--- src/rtl/dpc_pkg.sv ---
package dpc_pkg;

   localparam int CSR_OVR_EN  = 0;
   localparam int CSR_STICKY  = 1;
   localparam int CSR_DBG_REQ = 4;
   localparam int CSR_DBG_ACK = 5;
   localparam int CSR_SYS_REQ = 6;
   localparam int CSR_SYS_ACK = 7;
   localparam int CSR_MIN_W   = 8;

   typedef struct packed {
      logic sys_req;
      logic dbg_req;
      logic ovr_en;
   } dpc_ctl_t;

endpackage

--- src/rtl/dpc_ack_sync.sv ---
module dpc_ack_sync #(
   parameter int STAGES = 2,
   parameter int W      = 2
) (
   input  logic         clk,
   input  logic         rst_n,
   input  logic [W-1:0] async_i,
   output logic [W-1:0] sync_o
);

   generate
      if (STAGES < 0) begin : g_bad
         initial $error("dpc_ack_sync: STAGES must not be negative");
      end

      if (STAGES == 0) begin : g_pass
         assign sync_o = async_i;
      end else begin : g_chain
         logic [STAGES-1:0][W-1:0] q;
         always_ff @(posedge clk or negedge rst_n) begin
            if (!rst_n) q[0] <= '0;
            else        q[0] <= async_i;
         end
         for (genvar s = 1; s < STAGES; s++) begin : g_stage
            always_ff @(posedge clk or negedge rst_n) begin
               if (!rst_n) q[s] <= '0;
               else        q[s] <= q[s-1];
            end
         end
         assign sync_o = q[STAGES-1];
      end
   endgenerate

endmodule

--- src/rtl/dpc_ctl_regs.sv ---
module dpc_ctl_regs
   import dpc_pkg::*;
#(
   parameter int DATA_W  = 32,
   parameter int SEL_W   = 8,
   parameter int SEL_LSB = 24
) (
   input  logic              clk,
   input  logic              rst_n,
   input  logic              csr_wr,
   input  logic              csr_rd,
   input  logic              sel_wr,
   input  logic              sel_rd,
   input  logic [DATA_W-1:0] wdata,
   input  logic              sticky,
   input  logic              dbg_ack_s,
   input  logic              sys_ack_s,
   output dpc_ctl_t          ctl,
   output logic [SEL_W-1:0]  ap_sel,
   output logic              clr_sticky,
   output logic [DATA_W-1:0] rdata
);

   generate
      if (DATA_W < CSR_MIN_W) begin : g_bad_w
         initial $error("dpc_ctl_regs: DATA_W too narrow for the control word");
      end
      if (SEL_LSB + SEL_W > DATA_W) begin : g_bad_sel
         initial $error("dpc_ctl_regs: select field exceeds DATA_W");
      end
   endgenerate

   always_ff @(posedge clk or negedge rst_n) begin
      if (!rst_n) begin
         ctl <= '0;
      end else if (csr_wr) begin
         ctl.ovr_en  <= wdata[CSR_OVR_EN];
         ctl.dbg_req <= wdata[CSR_DBG_REQ];
         ctl.sys_req <= wdata[CSR_SYS_REQ];
      end
   end

   always_ff @(posedge clk or negedge rst_n) begin
      if (!rst_n)      ap_sel <= '0;
      else if (sel_wr) ap_sel <= wdata[SEL_LSB +: SEL_W];
   end

   assign clr_sticky = csr_wr & wdata[CSR_STICKY];

   always_comb begin
      rdata = '0;
      if (csr_rd) begin
         rdata[CSR_OVR_EN]  = ctl.ovr_en;
         rdata[CSR_STICKY]  = sticky;
         rdata[CSR_DBG_REQ] = ctl.dbg_req;
         rdata[CSR_DBG_ACK] = dbg_ack_s;
         rdata[CSR_SYS_REQ] = ctl.sys_req;
         rdata[CSR_SYS_ACK] = sys_ack_s;
      end else if (sel_rd) begin
         rdata[SEL_LSB +: SEL_W] = ap_sel;
      end
   end


   ctl_hold_chk: assert property (@(posedge clk) disable iff (!rst_n)
      !csr_wr |=> $stable(ctl));


   sel_hold_chk: assert property (@(posedge clk) disable iff (!rst_n)
      !sel_wr |=> $stable(ap_sel));


   idle_read_chk: assert property (@(posedge clk) disable iff (!rst_n)
      (!csr_rd && !sel_rd) |-> (rdata == '0));

endmodule

--- src/rtl/dpc_overrun.sv ---
module dpc_overrun (
   input  logic clk,
   input  logic rst_n,
   input  logic ap_req,
   input  logic ap_busy,
   input  logic ovr_en,
   input  logic clr,
   output logic sticky,
   output logic ap_go,
   output logic ap_fault
);

   logic ovr_event;

   assign ovr_event = ap_req & ovr_en & ap_busy;
   assign ap_fault  = ap_req & (sticky | ovr_event);
   assign ap_go     = ap_req & ~ap_fault;

   always_ff @(posedge clk or negedge rst_n) begin
      if (!rst_n)         sticky <= 1'b0;
      else if (ovr_event) sticky <= 1'b1;
      else if (clr)       sticky <= 1'b0;
   end


   ovr_set_chk: assert property (@(posedge clk) disable iff (!rst_n)
      (ap_req && ovr_en && ap_busy) |=> sticky);


   blocked_chk: assert property (@(posedge clk) disable iff (!rst_n)
      sticky |-> !ap_go);


   sticky_hold_chk: assert property (@(posedge clk) disable iff (!rst_n)
      (sticky && !clr) |=> sticky);


   no_spurious_chk: assert property (@(posedge clk) disable iff (!rst_n)
      (!sticky && !(ap_req && ovr_en)) |=> !sticky);

endmodule

--- src/rtl/dbg_port_ctl.sv ---
module dbg_port_ctl
   import dpc_pkg::*;
#(
   parameter int DATA_W      = 32,
   parameter int SEL_W       = 8,
   parameter int SEL_LSB     = 24,
   parameter int SYNC_STAGES = 2
) (
   input  logic              clk,
   input  logic              rst_n,
   input  logic              csr_wr,
   input  logic              csr_rd,
   input  logic              sel_wr,
   input  logic              sel_rd,
   input  logic [DATA_W-1:0] wdata,
   output logic [DATA_W-1:0] rdata,
   input  logic              ap_req,
   input  logic              ap_busy,
   output logic              ap_go,
   output logic              ap_fault,
   output logic              ap_en,
   output logic [SEL_W-1:0]  ap_index,
   input  logic              pwr_dbg_ack,
   input  logic              pwr_sys_ack,
   output logic              pwr_dbg_req,
   output logic              pwr_sys_req
);

   localparam int ACK_W = 2;

   dpc_ctl_t         ctl;
   logic             sticky;
   logic             clr_sticky;
   logic [ACK_W-1:0] ack_s;

   dpc_ack_sync #(.STAGES(SYNC_STAGES), .W(ACK_W)) u_sync (
      .clk     (clk),
      .rst_n   (rst_n),
      .async_i ({pwr_sys_ack, pwr_dbg_ack}),
      .sync_o  (ack_s)
   );

   dpc_ctl_regs #(.DATA_W(DATA_W), .SEL_W(SEL_W), .SEL_LSB(SEL_LSB)) u_regs (
      .clk        (clk),
      .rst_n      (rst_n),
      .csr_wr     (csr_wr),
      .csr_rd     (csr_rd),
      .sel_wr     (sel_wr),
      .sel_rd     (sel_rd),
      .wdata      (wdata),
      .sticky     (sticky),
      .dbg_ack_s  (ack_s[0]),
      .sys_ack_s  (ack_s[1]),
      .ctl        (ctl),
      .ap_sel     (ap_index),
      .clr_sticky (clr_sticky),
      .rdata      (rdata)
   );

   dpc_overrun u_ovr (
      .clk      (clk),
      .rst_n    (rst_n),
      .ap_req   (ap_req),
      .ap_busy  (ap_busy),
      .ovr_en   (ctl.ovr_en),
      .clr      (clr_sticky),
      .sticky   (sticky),
      .ap_go    (ap_go),
      .ap_fault (ap_fault)
   );

   assign pwr_dbg_req = ctl.dbg_req;
   assign pwr_sys_req = ctl.sys_req;
   assign ap_en       = ~sticky;


   go_idle_chk: assert property (@(posedge clk) disable iff (!rst_n)
      (ap_req && ap_en && !ap_busy) |-> (ap_go && !ap_fault));


   set_wins_chk: assert property (@(posedge clk) disable iff (!rst_n)
      (ap_req && ap_busy && ctl.ovr_en && clr_sticky) |=> !ap_en);

endmodule

--- config.mk ---
export PLATFORM = sky130hd
export DESIGN_NAME = dbg_port_ctl
export DESIGN_NICKNAME = d
export VERILOG_FILES = /design/src/rtl/dpc_pkg.sv /design/src/rtl/dpc_ack_sync.sv /design/src/rtl/dpc_ctl_regs.sv /design/src/rtl/dpc_overrun.sv /design/src/rtl/dbg_port_ctl.sv
export SDC_FILE = /design/constraint.sdc
export NUM_CORES = 1
export LEC_CHECK = 0
export BUFFER_PORTS_ARGS = -buffer_cell sky130_fd_sc_hd__buf_4
export CAP_MARGIN = 20
export CORE_MARGIN = 2
export CORE_UTILIZATION = 37
export DETAILED_ROUTE_END_ITERATION = 8
export PLACE_DENSITY = 0.83
export SYNTH_ARGS = -nofsm -noshare
export SYNTH_HDL_FRONTEND = slang
export SYNTH_SLANG_ARGS = --single-unit
--- constraint.sdc ---
create_clock -name clk -period 1.69 [get_ports clk]
set_clock_uncertainty 0.2 [all_clocks]
set_input_delay 0.169 -clock clk [delete_from_list [all_inputs] [get_ports clk]]
set_output_delay 0.169 -clock clk [all_outputs]
set_load 0.03 [all_outputs]
After elaboration in Yosys (flattened, before gate mapping)
Cells that the tools add are included.
{"block": "totals", "output_inout_bits": 45, "word_cells": 22, "inputBits": 42, "reg_bits": 16}
{"block": "classes", "n_mux": 6, "bitwise_logic": 8, "n_reduce_logical": 1}
{"operator": "$mux W8", "count": 2}
{"operator": "$and A1 B1 Y1", "count": 5}
{"operator": "$mux W4", "count": 1}
{"operator": "$mux W1", "count": 2}
{"operator": "$mux W2", "count": 1}
{"operator": "$not A1 Y1", "count": 2}
{"operator": "$reduce_bool A2 Y1", "count": 1}
{"operator": "$or A1 B1 Y1", "count": 1}

Depth between registers and ports, before layout
Gate-level depths: netlist (run 1).
{"block": "logic_depth", "word_depth": 6, "mapped_depth": 2, "ltp_nobuf": 2}

Hierarchy
Synthesis (run 1) repeated with hierarchy kept, for this count alone.
{"block": "unflattened", "cells_unflattened": 72, "area_unflattened_um2": 877.1}
{"module": "dpc_ctl_regs", "area_each_um2": 698.2, "cells_each": 58, "seq_area_each_um2": 275.3, "n_inst": 1}
{"module": "dpc_ack_sync", "area_each_um2": 115.1, "cells_each": 6, "seq_area_each_um2": 100.1, "n_inst": 1}
{"module": "dpc_overrun", "area_each_um2": 60.1, "cells_each": 7, "seq_area_each_um2": 25.0, "n_inst": 1}
{"module": "dbg_port_ctl", "area_each_um2": 3.8, "cells_each": 1, "seq_area_each_um2": 0.0, "n_inst": 1}

Worst setup path after synthesis (run 1)
OpenSTA, ideal clock, no wires.
{"block": "synth_path", "path_type": "register to output", "startpoint": "reg u_regs.ctl[0] (netlist name)", "endpoint": "out ap_fault", "stages_incl_launch_ff": 3, "arrival_time_ns": 0.864, "slack_ns": 0.457, "cell_sequence": "dfrtp_1 -> a21oi_1 -> nor2b_1"}
{"block": "synth_between", "elab_chain_len": 4}
{"element": "$and A1 B1 Y1 (2 in series)", "line": "dpc_overrun.sv:15", "rtl": "assign ovr_event = ap_req & ovr_en & ap_busy;"}
{"element": "$or A1 B1 Y1", "line": "dpc_overrun.sv:16", "rtl": "assign ap_fault = ap_req & (sticky | ovr_event);"}
{"element": "$and A1 B1 Y1", "line": "dpc_overrun.sv:16"}
{"element": "to (decl)", "line": "dbg_port_ctl.sv:20", "rtl": "output logic ap_fault,"}
Every way passes these cells.

Worst setup path in the final report (run 1)
{"block": "layout_path", "startpoint": "in wdata[6]", "endpoint": "reg u_regs.ctl[2] (netlist name)"}
{"element": "from (decl)", "line": "dbg_port_ctl.sv:15", "rtl": "input logic [DATA_W-1:0] wdata,"}
No word-level cell between the ends.

==> impl_results.html, run 1 <==
<table>
<tr><th>Metric</th><th>Value</th></tr>
<tr><th colspan="2">Logic synthesis</th></tr>
<tr><td>Number of warnings printed during yosys synthesis</td><td>0</td></tr>
<tr><td>Cell type contributing the most total cell area after synthesis</td><td>sky130_fd_sc_hd__dfrtp_1</td></tr>
<tr><td>Synth Instances</td><td>68</td></tr>
<tr><td>Portion of the post-synthesis area used by sequential elements</td><td>0.4790</td></tr>
<tr><td>Mean Syn Cell Area</td><td>approximately 12 um2</td></tr>
<tr><td>Main synth FF type</td><td>sky130_fd_sc_hd__dfrtp_1</td></tr>
<tr><td>Number of flops mapped to enable cells by yosys</td><td>0</td></tr>
<tr><td>Fraction of registers with async set or reset after synthesis</td><td>1.000</td></tr>
<tr><td>Most common library cells after synthesis</td><td>sky130_fd_sc_hd__buf_4, sky130_fd_sc_hd__dfrtp_1, sky130_fd_sc_hd__and2_1, sky130_fd_sc_hd__mux2_4, sky130_fd_sc_hd__mux2_2</td></tr>
<tr><td>Largest cells by area after synthesis</td><td>sky130_fd_sc_hd__dfrtp_1, sky130_fd_sc_hd__buf_4, sky130_fd_sc_hd__mux2_4</td></tr>
<tr><td>Synth Register Bits</td><td>16</td></tr>
<tr><td>Most frequent cell after synthesis</td><td>sky130_fd_sc_hd__buf_4</td></tr>
<tr><td>Cell area after synthesis</td><td>around 840 um2</td></tr>
<tr><td>Number of distinct library cells after synthesis</td><td>13</td></tr>
<tr><td>Post-synth top area share</td><td>0.4790</td></tr>
<tr><th colspan="2">Clocking</th></tr>
<tr><td>PostCTS Resize Cnt</td><td>0</td></tr>
<tr><td>Total CTS buffers</td><td>3</td></tr>
<tr><td>Clk Latency, worst-skew pair</td><td>about 0.28 ns</td></tr>
<tr><td>Number of buffers on the longest clock path</td><td>2</td></tr>
<tr><td>H-tree Lvls</td><td>1</td></tr>
<tr><td>Clock tree root driver cell</td><td>sky130_fd_sc_hd__clkbuf_4</td></tr>
<tr><td>Clock transition at path regs</td><td>about 0.090 ns</td></tr>
<tr><td>TritonCTS clock tree</td><td>yes</td></tr>
<tr><td>Sink count of the clock tree</td><td>16</td></tr>
<tr><th colspan="2">Floorplanning</th></tr>
<tr><td>Row count</td><td>17</td></tr>
<tr><td>Initial core utilization</td><td>0.3852</td></tr>
<tr><td>Die Outline Area</td><td>~2700 um2</td></tr>
<tr><td>Number of top-level design ports</td><td>87</td></tr>
<tr><td>X dimension of the die</td><td>roughly 52 um</td></tr>
<tr><td>Chip height</td><td>~52 um</td></tr>
<tr><td>Core Area</td><td>2170 um2</td></tr>
<tr><th colspan="2">Layout</th></tr>
<tr><td>Number of standard cells in the final layout excluding fillers</td><td>165</td></tr>
<tr><td>Layout area overhead</td><td>64.52%</td></tr>
<tr><td>Number of diodes added for antenna fixing</td><td>0</td></tr>
<tr><td>Nets@finish</td><td>180</td></tr>
<tr><td>Layout cell share with drive strength beyond 1</td><td>0.4672</td></tr>
<tr><th colspan="2">Worst setup path</th></tr>
<tr><td>Start point of the critical path</td><td>wdata[6]</td></tr>
<tr><td>Crit path capture</td><td>u_regs.ctl[2]</td></tr>
<tr><td>Endpoint arrival time on the critical path</td><td>between 1.5 and 2 ns</td></tr>
<tr><td>Number of gates on the worst path with buffers counted</td><td>4</td></tr>
<tr><td>Register-to-register setup slack</td><td>about 0.15 ns</td></tr>
<tr><td>Top Family by Delay on Critical Path</td><td>buffers and inverters</td></tr>
<tr><td>CP Buf/Inv Count</td><td>3</td></tr>
<tr><td>Type of the worst setup path</td><td>primary input to flop</td></tr>
<tr><td>Length in cells of the worst reg-to-reg path</td><td>2</td></tr>
<tr><td>End of the worst register-to-register path</td><td>u_regs.ctl[0]</td></tr>
<tr><td>Ordered list of cells on the worst path</td><td>dlygate4sd3_1 -&gt; buf_4 -&gt; mux2_2 -&gt; dlygate4sd3_1</td></tr>
<tr><td>Largest incremental delay on the critical path</td><td>between 0.5 and 0.6 ns</td></tr>
<tr><td>Worst EP required</td><td>between 1.5 and 2 ns</td></tr>
<tr><td>Worst reg2reg path startpoint</td><td>u_regs.ctl[0]</td></tr>
<tr><td>Startpoint types</td><td>primary input</td></tr>
<tr><td>Most used cell along the critical path</td><td>sky130_fd_sc_hd__dlygate4sd3_1</td></tr>
<tr><td>Slowest stage cell, crit path</td><td>sky130_fd_sc_hd__dlygate4sd3_1</td></tr>
<tr><td>Worst-path fanout max</td><td>1</td></tr>
<tr><td>Kind of capture point of the worst setup path</td><td>flop</td></tr>
<tr><th colspan="2">Pwr</th></tr>
<tr><td>Power, Total</td><td>around 0.0011 W</td></tr>
<tr><td>Leak</td><td>about 0.72 nW</td></tr>
<tr><td>Power density over the cells</td><td>around 800 nW/um2</td></tr>
<tr><td>Worst voltage drop across the vdd grid</td><td>0.5333 mV</td></tr>
<tr><th colspan="2">Detailed routing</th></tr>
<tr><td>Starting DRC count in detailed routing</td><td>4</td></tr>
<tr><td>Detailed-route via count</td><td>between 600 and 700</td></tr>
<tr><td>Routed WL per cell</td><td>between 10 and 15 um</td></tr>
<tr><td>First-pass detailed-route iteration total</td><td>4</td></tr>
<tr><td>Aggregate routed wire length</td><td>around 1900 um</td></tr>
<tr><td>Final routed DRC violation total</td><td>0</td></tr>
<tr><td>Antenna-violating nets left</td><td>0</td></tr>
<tr><td>Mean number of vias per cell</td><td>4.170</td></tr>
<tr><th colspan="2">STA</th></tr>
<tr><td>Hold WS</td><td>between 0.05 and 0.06 ns</td></tr>
<tr><td>Max Clock Freq</td><td>0.5984 GHz</td></tr>
<tr><td>Final-report hold violation count</td><td>0</td></tr>
<tr><td>Portion of the clock cycle consumed by the worst path in the final layout</td><td>0.9888</td></tr>
<tr><td>Final period demand of the worst path</td><td>~1.7 ns</td></tr>
<tr><td>Setup TNS after final layout</td><td>0 ns</td></tr>
<tr><td>RSZ-0062 raised after global routing</td><td>no</td></tr>
<tr><td># setup viols final</td><td>0</td></tr>
<tr><td>Max-slew violation count</td><td>0</td></tr>
<tr><th colspan="2">Job</th></tr>
<tr><td>Maxcap violations</td><td>0</td></tr>
<tr><th colspan="2">Placed design</th></tr>
<tr><td>Final weighted congestion in routability-driven placement</td><td>~0.66</td></tr>
<tr><td>Number of buffers inserted by port buffering</td><td>48</td></tr>
<tr><td>Detailed placement HPWL</td><td>1284 um</td></tr>
<tr><td>Dpl cells</td><td>around 140</td></tr>
<tr><th colspan="2">Global route</th></tr>
<tr><td>Pin count of the biggest net entering global routing</td><td>17</td></tr>
<tr><td>Wire length of the first global-routing pass</td><td>about 3000 um</td></tr>
<tr><td>Antenna violations before repair</td><td>0</td></tr>
<tr><td>Final global-route overflow total</td><td>0</td></tr>
<tr><td>Via count of the first global-routing pass</td><td>around 690</td></tr>
<tr><td>Total routing resource utilization after global routing</td><td>0.1601</td></tr>
<tr><th colspan="2">Outcome</th></tr>
<tr><td>Result of the run</td><td>completed</td></tr>
<tr><th colspan="2">Min path</th></tr>
<tr><td>Type of the tightest min-delay check</td><td>primary input to asynchronous set/reset pin</td></tr>
</table>
-- power breakdown --
part | switching [W] | total, W | internal (W)
Sequential | 0.0000262 | 0.000444 | 0.000417
Combinational | 0.000231 | 0.000414 | 0.000183
Clock | 0.000118 | 0.000249 | 0.000131
-- placed cells by master, fill, tap and decap left out --
master                          synthesis  final
sky130_fd_sc_hd__nor2b_2                1      1
sky130_fd_sc_hd__dlygate4sd3_1          0     19
sky130_fd_sc_hd__dfrtp_1               16     16
sky130_fd_sc_hd__and2_1                15     15
sky130_fd_sc_hd__inv_1                  1      1
sky130_fd_sc_hd__nand2_1                1      1
sky130_fd_sc_hd__a32o_1                 1      1
sky130_fd_sc_hd__mux2_2                 3      3
sky130_fd_sc_hd__nor2b_1                1      1
sky130_fd_sc_hd__a21oi_1                1      1
sky130_fd_sc_hd__clkbuf_8               0      1
sky130_fd_sc_hd__mux2_4                 8      8
sky130_fd_sc_hd__conb_1                 1     18
sky130_fd_sc_hd__clkbuf_4               0      3
sky130_fd_sc_hd__buf_4                 18     48
-- worst register-to-register path: cells and delay by family, from the launching register on --
family	cells	cell delay [ns]
multiplexers	1	0.27
flip-flops	1	0.41
buffers and inverters	1	0.55
-- timing repair --
item / 4_1_cts / 5_1_grt
buffers inserted: 0 / 0
hold buffers: 19 / 0
endpoints found under the hold margin: 30 / 0
-- state kept, by name, indices dropped and copies added (netlist names) --
| signal | flops |
|---|---|
| u_sync.g_chain.q | 2 |
| u_sync.sync_o | 2 |
| u_regs.ctl | 3 |
| u_regs.ap_sel | 8 |
| u_ovr.sticky | 1 |
-- cell families after synthesis --
family / count (synthesis) / synth area share
AND/OR/NAND/NOR: 18 / 0.1347
buffers and inverters: 20 / 0.1796
AO/OA/AOI/OAI: 2 / 0.01796
other: 1 / 0.004487
multiplexers: 11 / 0.1841
flip-flops: 16 / 0.4790
-- how the worst min path moves through the flow --
| stage | from | end | slack, ns | depth (start not counted) |
|---|---|---|---|---|
| finish | rst_n | u_regs.ap_sel[5] | 0.06 | 2 |
| global route | sel_wr | u_regs.ap_sel[0] | 0.04 | 2 |
| CTS | sel_wr | u_regs.ap_sel[7] | 0.04 | 2 |
| detailed placement | rst_n | u_regs.ap_sel[3] | -0.16 | 1 |
| global placement | rst_n | u_sync.g_chain.q[1] | -0.17 | 1 |
| floorplan | rst_n | u_ovr.sticky | -0.33 | 0 |
-- layer usage --
metal,track usage,wire length [um],vias to the layer above
met2,0.2991,963,57
li1,-,-,318
met3,0.05460,249,2
met1,0.1487,682,311
met5,0,0,-
met4,0.09211,17,0
-- metrics by stage --
stage          utilization  area [um2]  worst slack, ns
6_report            0.6338        1375          0.01897
5_1_grt             0.6338        1375          0.02863
4_1_cts             0.6338        1375          0.04182
3_5_place_dp        0.5294        1149           0.4139
3_3_place_gp        0.5294        1149           0.4372
2_1_floorplan            -       899.6           0.4574
-- cell type report --
cell class              count  area, um2
fillers                   167      794.5
repair buffers             67      550.5
flip-flops and latches     16      400.4
multi-input cells          49      349.1
clock buffers               4      36.28
well taps                  28      35.03
inverters                   1      3.754
Note: power is estimated with default switching activity, not from simulation.
==> run 2, diff against run 1 <==
- CORE_ASPECT_RATIO: default -> 0.9
- SKIP_LAST_GASP: default -> 1
==> impl_results.html, run 2 (synthesis gave the netlist of run 1 again) <==
<table>
<tr><th>Metric</th><th>Value</th></tr>
<tr><th colspan="2">Floorplanning</th></tr>
<tr><td>Die Outline Area</td><td>2656 um2 (was 2655 um2)</td></tr>
<tr><td>Initial core utilization</td><td>0.3866 (was 0.3852)</td></tr>
<tr><td>Row count</td><td>16 (was 17)</td></tr>
<tr><td>Number of top-level design ports</td><td>87 (unchanged)</td></tr>
<tr><td>Core Area</td><td>2162 um2 (was 2170 um2)</td></tr>
<tr><td>Chip height</td><td>49.09 um (was 51.53 um)</td></tr>
<tr><td>X dimension of the die</td><td>54.10 um (was 51.53 um)</td></tr>
<tr><th colspan="2">Worst setup path</th></tr>
<tr><td>Start point of the critical path</td><td>csr_wr (was wdata[6])</td></tr>
<tr><td>CP Buf/Inv Count</td><td>3 (unchanged)</td></tr>
<tr><td>Startpoint types</td><td>primary input (unchanged)</td></tr>
<tr><td>Crit path capture</td><td>u_ovr.sticky (was u_regs.ctl[2])</td></tr>
<tr><td>Worst-path fanout max</td><td>4 (was 1)</td></tr>
<tr><td>Ordered list of cells on the worst path</td><td>dlygate4sd3_1 -&gt; buf_4 -&gt; nand2_1 -&gt; a32o_1 -&gt; dlygate4sd3_1 (was dlygate4sd3_1 -&gt; buf_4 -&gt; mux2_2 -&gt; dlygate4sd3_1)</td></tr>
<tr><td>Worst EP required</td><td>1.65 ns (was 1.66 ns)</td></tr>
<tr><td>Length in cells of the worst reg-to-reg path</td><td>2 (unchanged)</td></tr>
<tr><td>Slowest stage cell, crit path</td><td>sky130_fd_sc_hd__dlygate4sd3_1 (unchanged)</td></tr>
<tr><td>Largest incremental delay on the critical path</td><td>0.56 ns (about the same)</td></tr>
<tr><td>Endpoint arrival time on the critical path</td><td>1.63 ns (was 1.64 ns)</td></tr>
<tr><td>Worst reg2reg path startpoint</td><td>u_regs.ctl[0] (unchanged)</td></tr>
<tr><td>Most used cell along the critical path</td><td>sky130_fd_sc_hd__dlygate4sd3_1 (unchanged)</td></tr>
<tr><td>End of the worst register-to-register path</td><td>u_ovr.sticky (was u_regs.ctl[0])</td></tr>
<tr><td>Kind of capture point of the worst setup path</td><td>flop (unchanged)</td></tr>
<tr><td>Type of the worst setup path</td><td>primary input to flop (unchanged)</td></tr>
<tr><td>Register-to-register setup slack</td><td>0.16 ns (was 0.15 ns)</td></tr>
<tr><td>Top Family by Delay on Critical Path</td><td>buffers and inverters (unchanged)</td></tr>
<tr><td>Number of gates on the worst path with buffers counted</td><td>5 (was 4)</td></tr>
<tr><th colspan="2">Layout</th></tr>
<tr><td>Nets@finish</td><td>178 (was 180)</td></tr>
<tr><td>Biggest registers after layout</td><td>u_regs.ap_sel x8, u_regs.ctl x3 (unchanged)</td></tr>
<tr><td>Number of diodes added for antenna fixing</td><td>0 (unchanged)</td></tr>
<tr><td>Max FFs per register</td><td>8 (unchanged)</td></tr>
<tr><td>Layout area overhead</td><td>60.33% (was 64.52%)</td></tr>
<tr><td>Layout cell share with drive strength beyond 1</td><td>0.4701 (was 0.4672)</td></tr>
<tr><td>Most frequent standard cell in the layout excluding fill and tap cells</td><td>sky130_fd_sc_hd__buf_4 (unchanged)</td></tr>
<tr><td>Register name with the most flops</td><td>u_regs.ap_sel (unchanged)</td></tr>
<tr><td>Commonest cells after routing, fill and taps aside</td><td>sky130_fd_sc_hd__buf_4, sky130_fd_sc_hd__conb_1, sky130_fd_sc_hd__dlygate4sd3_1 (was sky130_fd_sc_hd__buf_4, sky130_fd_sc_hd__dlygate4sd3_1, sky130_fd_sc_hd__conb_1)</td></tr>
<tr><th colspan="2">Pwr</th></tr>
<tr><td>Internal power consumption</td><td>0.0006757 W (was 0.0007316 W)</td></tr>
<tr><td>Sequential share of power</td><td>0.427 (was 0.401)</td></tr>
<tr><td>Power density over the cells</td><td>774.0 nW/um2 (was 804.6 nW/um2)</td></tr>
<tr><td>Power, Total</td><td>0.001037 W (was 0.001106 W)</td></tr>
<tr><td>Switching power</td><td>0.0003614 W (was 0.0003748 W)</td></tr>
<tr><td>Comb pwr share</td><td>0.389 (was 0.374)</td></tr>
<tr><td>Worst voltage drop across the vdd grid</td><td>0.5638 mV (was 0.5333 mV)</td></tr>
<tr><td>Leak</td><td>0.7029 nW (was 0.7186 nW)</td></tr>
<tr><td>Clock Power Share</td><td>0.184 (was 0.225)</td></tr>
<tr><td>Switching power as a share of total power</td><td>0.3485 (was 0.3388)</td></tr>
<tr><th colspan="2">STA</th></tr>
<tr><td>Final period demand of the worst path</td><td>1.673 ns (was 1.671 ns)</td></tr>
<tr><td>Final-report hold violation count</td><td>0 (unchanged)</td></tr>
<tr><td>RSZ-0062 raised after global routing</td><td>no (unchanged)</td></tr>
<tr><td># setup viols final</td><td>0 (unchanged)</td></tr>
<tr><td>Portion of the clock cycle consumed by the worst path in the final layout</td><td>0.9898 (was 0.9888)</td></tr>
<tr><td>Setup TNS after final layout</td><td>0 ns (unchanged)</td></tr>
<tr><td>Max-slew violation count</td><td>0 (unchanged)</td></tr>
<tr><td>Max Clock Freq</td><td>0.5978 GHz (was 0.5984 GHz)</td></tr>
<tr><th colspan="2">Clocking</th></tr>
<tr><td>H-tree Lvls</td><td>1 (unchanged)</td></tr>
<tr><td>Sink count of the clock tree</td><td>16 (unchanged)</td></tr>
<tr><td>Clk Latency, worst-skew pair</td><td>0.27 ns (was 0.28 ns)</td></tr>
<tr><td>TritonCTS clock tree</td><td>yes (unchanged)</td></tr>
<tr><td>Clock transition at path regs</td><td>0.08 ns (was 0.09 ns)</td></tr>
<tr><td>Clock tree root driver cell</td><td>sky130_fd_sc_hd__clkbuf_4 (unchanged)</td></tr>
<tr><td>Total CTS buffers</td><td>3 (unchanged)</td></tr>
<tr><td>PostCTS Resize Cnt</td><td>0 (unchanged)</td></tr>
<tr><td>Number of buffers on the longest clock path</td><td>2 (unchanged)</td></tr>
<tr><td>Buffers inserted by post-CTS timing repair</td><td>0 (unchanged)</td></tr>
<tr><th colspan="2">Global route</th></tr>
<tr><td>Pin count of the biggest net entering global routing</td><td>17 (unchanged)</td></tr>
<tr><td>Total routing resource utilization after global routing</td><td>0.1533 (was 0.1601)</td></tr>
<tr><td>Final global-route overflow total</td><td>0 (unchanged)</td></tr>
<tr><td>Antenna violations before repair</td><td>0 (unchanged)</td></tr>
<tr><td>Wire length of the first global-routing pass</td><td>2877 um (was 2980 um)</td></tr>
<tr><td>Via count of the first global-routing pass</td><td>642 (was 688)</td></tr>
<tr><th colspan="2">Detailed routing</th></tr>
<tr><td>Routed WL per cell</td><td>11.11 um (was 11.59 um)</td></tr>
<tr><td>Antenna-violating nets left</td><td>0 (unchanged)</td></tr>
<tr><td>First-pass detailed-route iteration total</td><td>2 (was 4)</td></tr>
<tr><td>Final routed DRC violation total</td><td>0 (unchanged)</td></tr>
<tr><td>Aggregate routed wire length</td><td>1788 um (was 1913 um)</td></tr>
<tr><td>Detailed-route via count</td><td>669 (was 688)</td></tr>
<tr><td>Mean number of vias per cell</td><td>4.155 (was 4.170)</td></tr>
<tr><td>Starting DRC count in detailed routing</td><td>4 (unchanged)</td></tr>
<tr><th colspan="2">Placed design</th></tr>
<tr><td>Final weighted congestion in routability-driven placement</td><td>0.6370 (was 0.6579)</td></tr>
<tr><td>Number of buffers inserted by port buffering</td><td>48 (unchanged)</td></tr>
<tr><th colspan="2">Outcome</th></tr>
<tr><td>Result of the run</td><td>completed (unchanged)</td></tr>
<tr><th colspan="2">Min path</th></tr>
<tr><td>Type of the tightest min-delay check</td><td>primary input to flop (was primary input to asynchronous set/reset pin)</td></tr>
<tr><th colspan="2">Job</th></tr>
<tr><td>Maxcap violations</td><td>0 (unchanged)</td></tr>
</table>
## run 2: cell count changes in the layout (fill, tap and decap cells not counted)
| cell | delta |
|---|---|
| sky130_fd_sc_hd__dlygate4sd3_1 | -2 |
| sky130_fd_sc_hd__clkbuf_8 | -1 |
## run 2: timing repair
item,CTS,global route
hold buffers,19,1
hold endpoints to repair,30,3
setup endpoints to repair,0,3
## run 2: layer usage
metal,part of all wire,global-route usage
met1,0.38,0.1683
met2,0.51,0.2785
met3,0.11,0.03681
met4,0,0.05000
met5,0,0
## run 2: how the worst min path moves through the flow
| stage | startpoint | end | slack [ns] | depth (start not counted) |
|---|---|---|---|---|
| 3_3_place_gp | rst_n | u_sync.g_chain.q[1] | -0.17 | 1 |
| 5_1_grt | sel_wr | u_regs.ap_sel[1] | 0.05 | 2 |
| 2_1_floorplan | rst_n | u_ovr.sticky | -0.33 | 0 |
| 3_5_place_dp | rst_n | u_sync.g_chain.q[0] | -0.16 | 1 |
| 6_report | sel_wr | u_regs.ap_sel[2] | 0.06 | 2 |
| 4_1_cts | sel_wr | u_regs.ap_sel[1] | 0.05 | 2 |
## run 2: metrics by stage
step	cells	cell area (um2)	hold WS, ns	utilization	worst slack (ns)
detailed placement	141	1147	-0.1645	0.5307	0.4102
global route	161	1340	0.05276	0.6198	0.006451
global placement	141	1147	-0.1657	0.5307	0.4389
floorplan	85	899.6	-0.3266	-	0.4574
CTS	163	1360	0.05463	0.6291	0.01791
finish	161	1340	0.06159	0.6198	0.01725
## run 2: area by class of cell
| class | instances | area (um2) |
|---|---|---|
| fillers | 174 | 822.0 |
| inverters | 1 | 3.754 |
| repair buffers | 65 | 530.5 |
| well taps | 27 | 33.78 |
| flip-flops and latches | 16 | 400.4 |
| clock buffers | 3 | 22.52 |
| multi-input cells | 49 | 349.1 |
## run 2: power groups by stage
stage | combinational, W | sequential, W | clock, W
floorplan | 0.000217 | 0.000493 | 0
global placement | 0.000365 | 0.000448 | 0
detailed placement | 0.000371 | 0.000449 | 0
CTS | 0.000413 | 0.000443 | 0.000201
global route | 0.000430 | 0.000448 | 0.000213
finish | 0.000403 | 0.000443 | 0.000191
## run 2: worst reg2reg max path: stages, from the launching register on
cell and delay (ns):
sky130_fd_sc_hd__dfrtp_1 0.41, sky130_fd_sc_hd__a32o_1 0.25, sky130_fd_sc_hd__dlygate4sd3_1 0.56
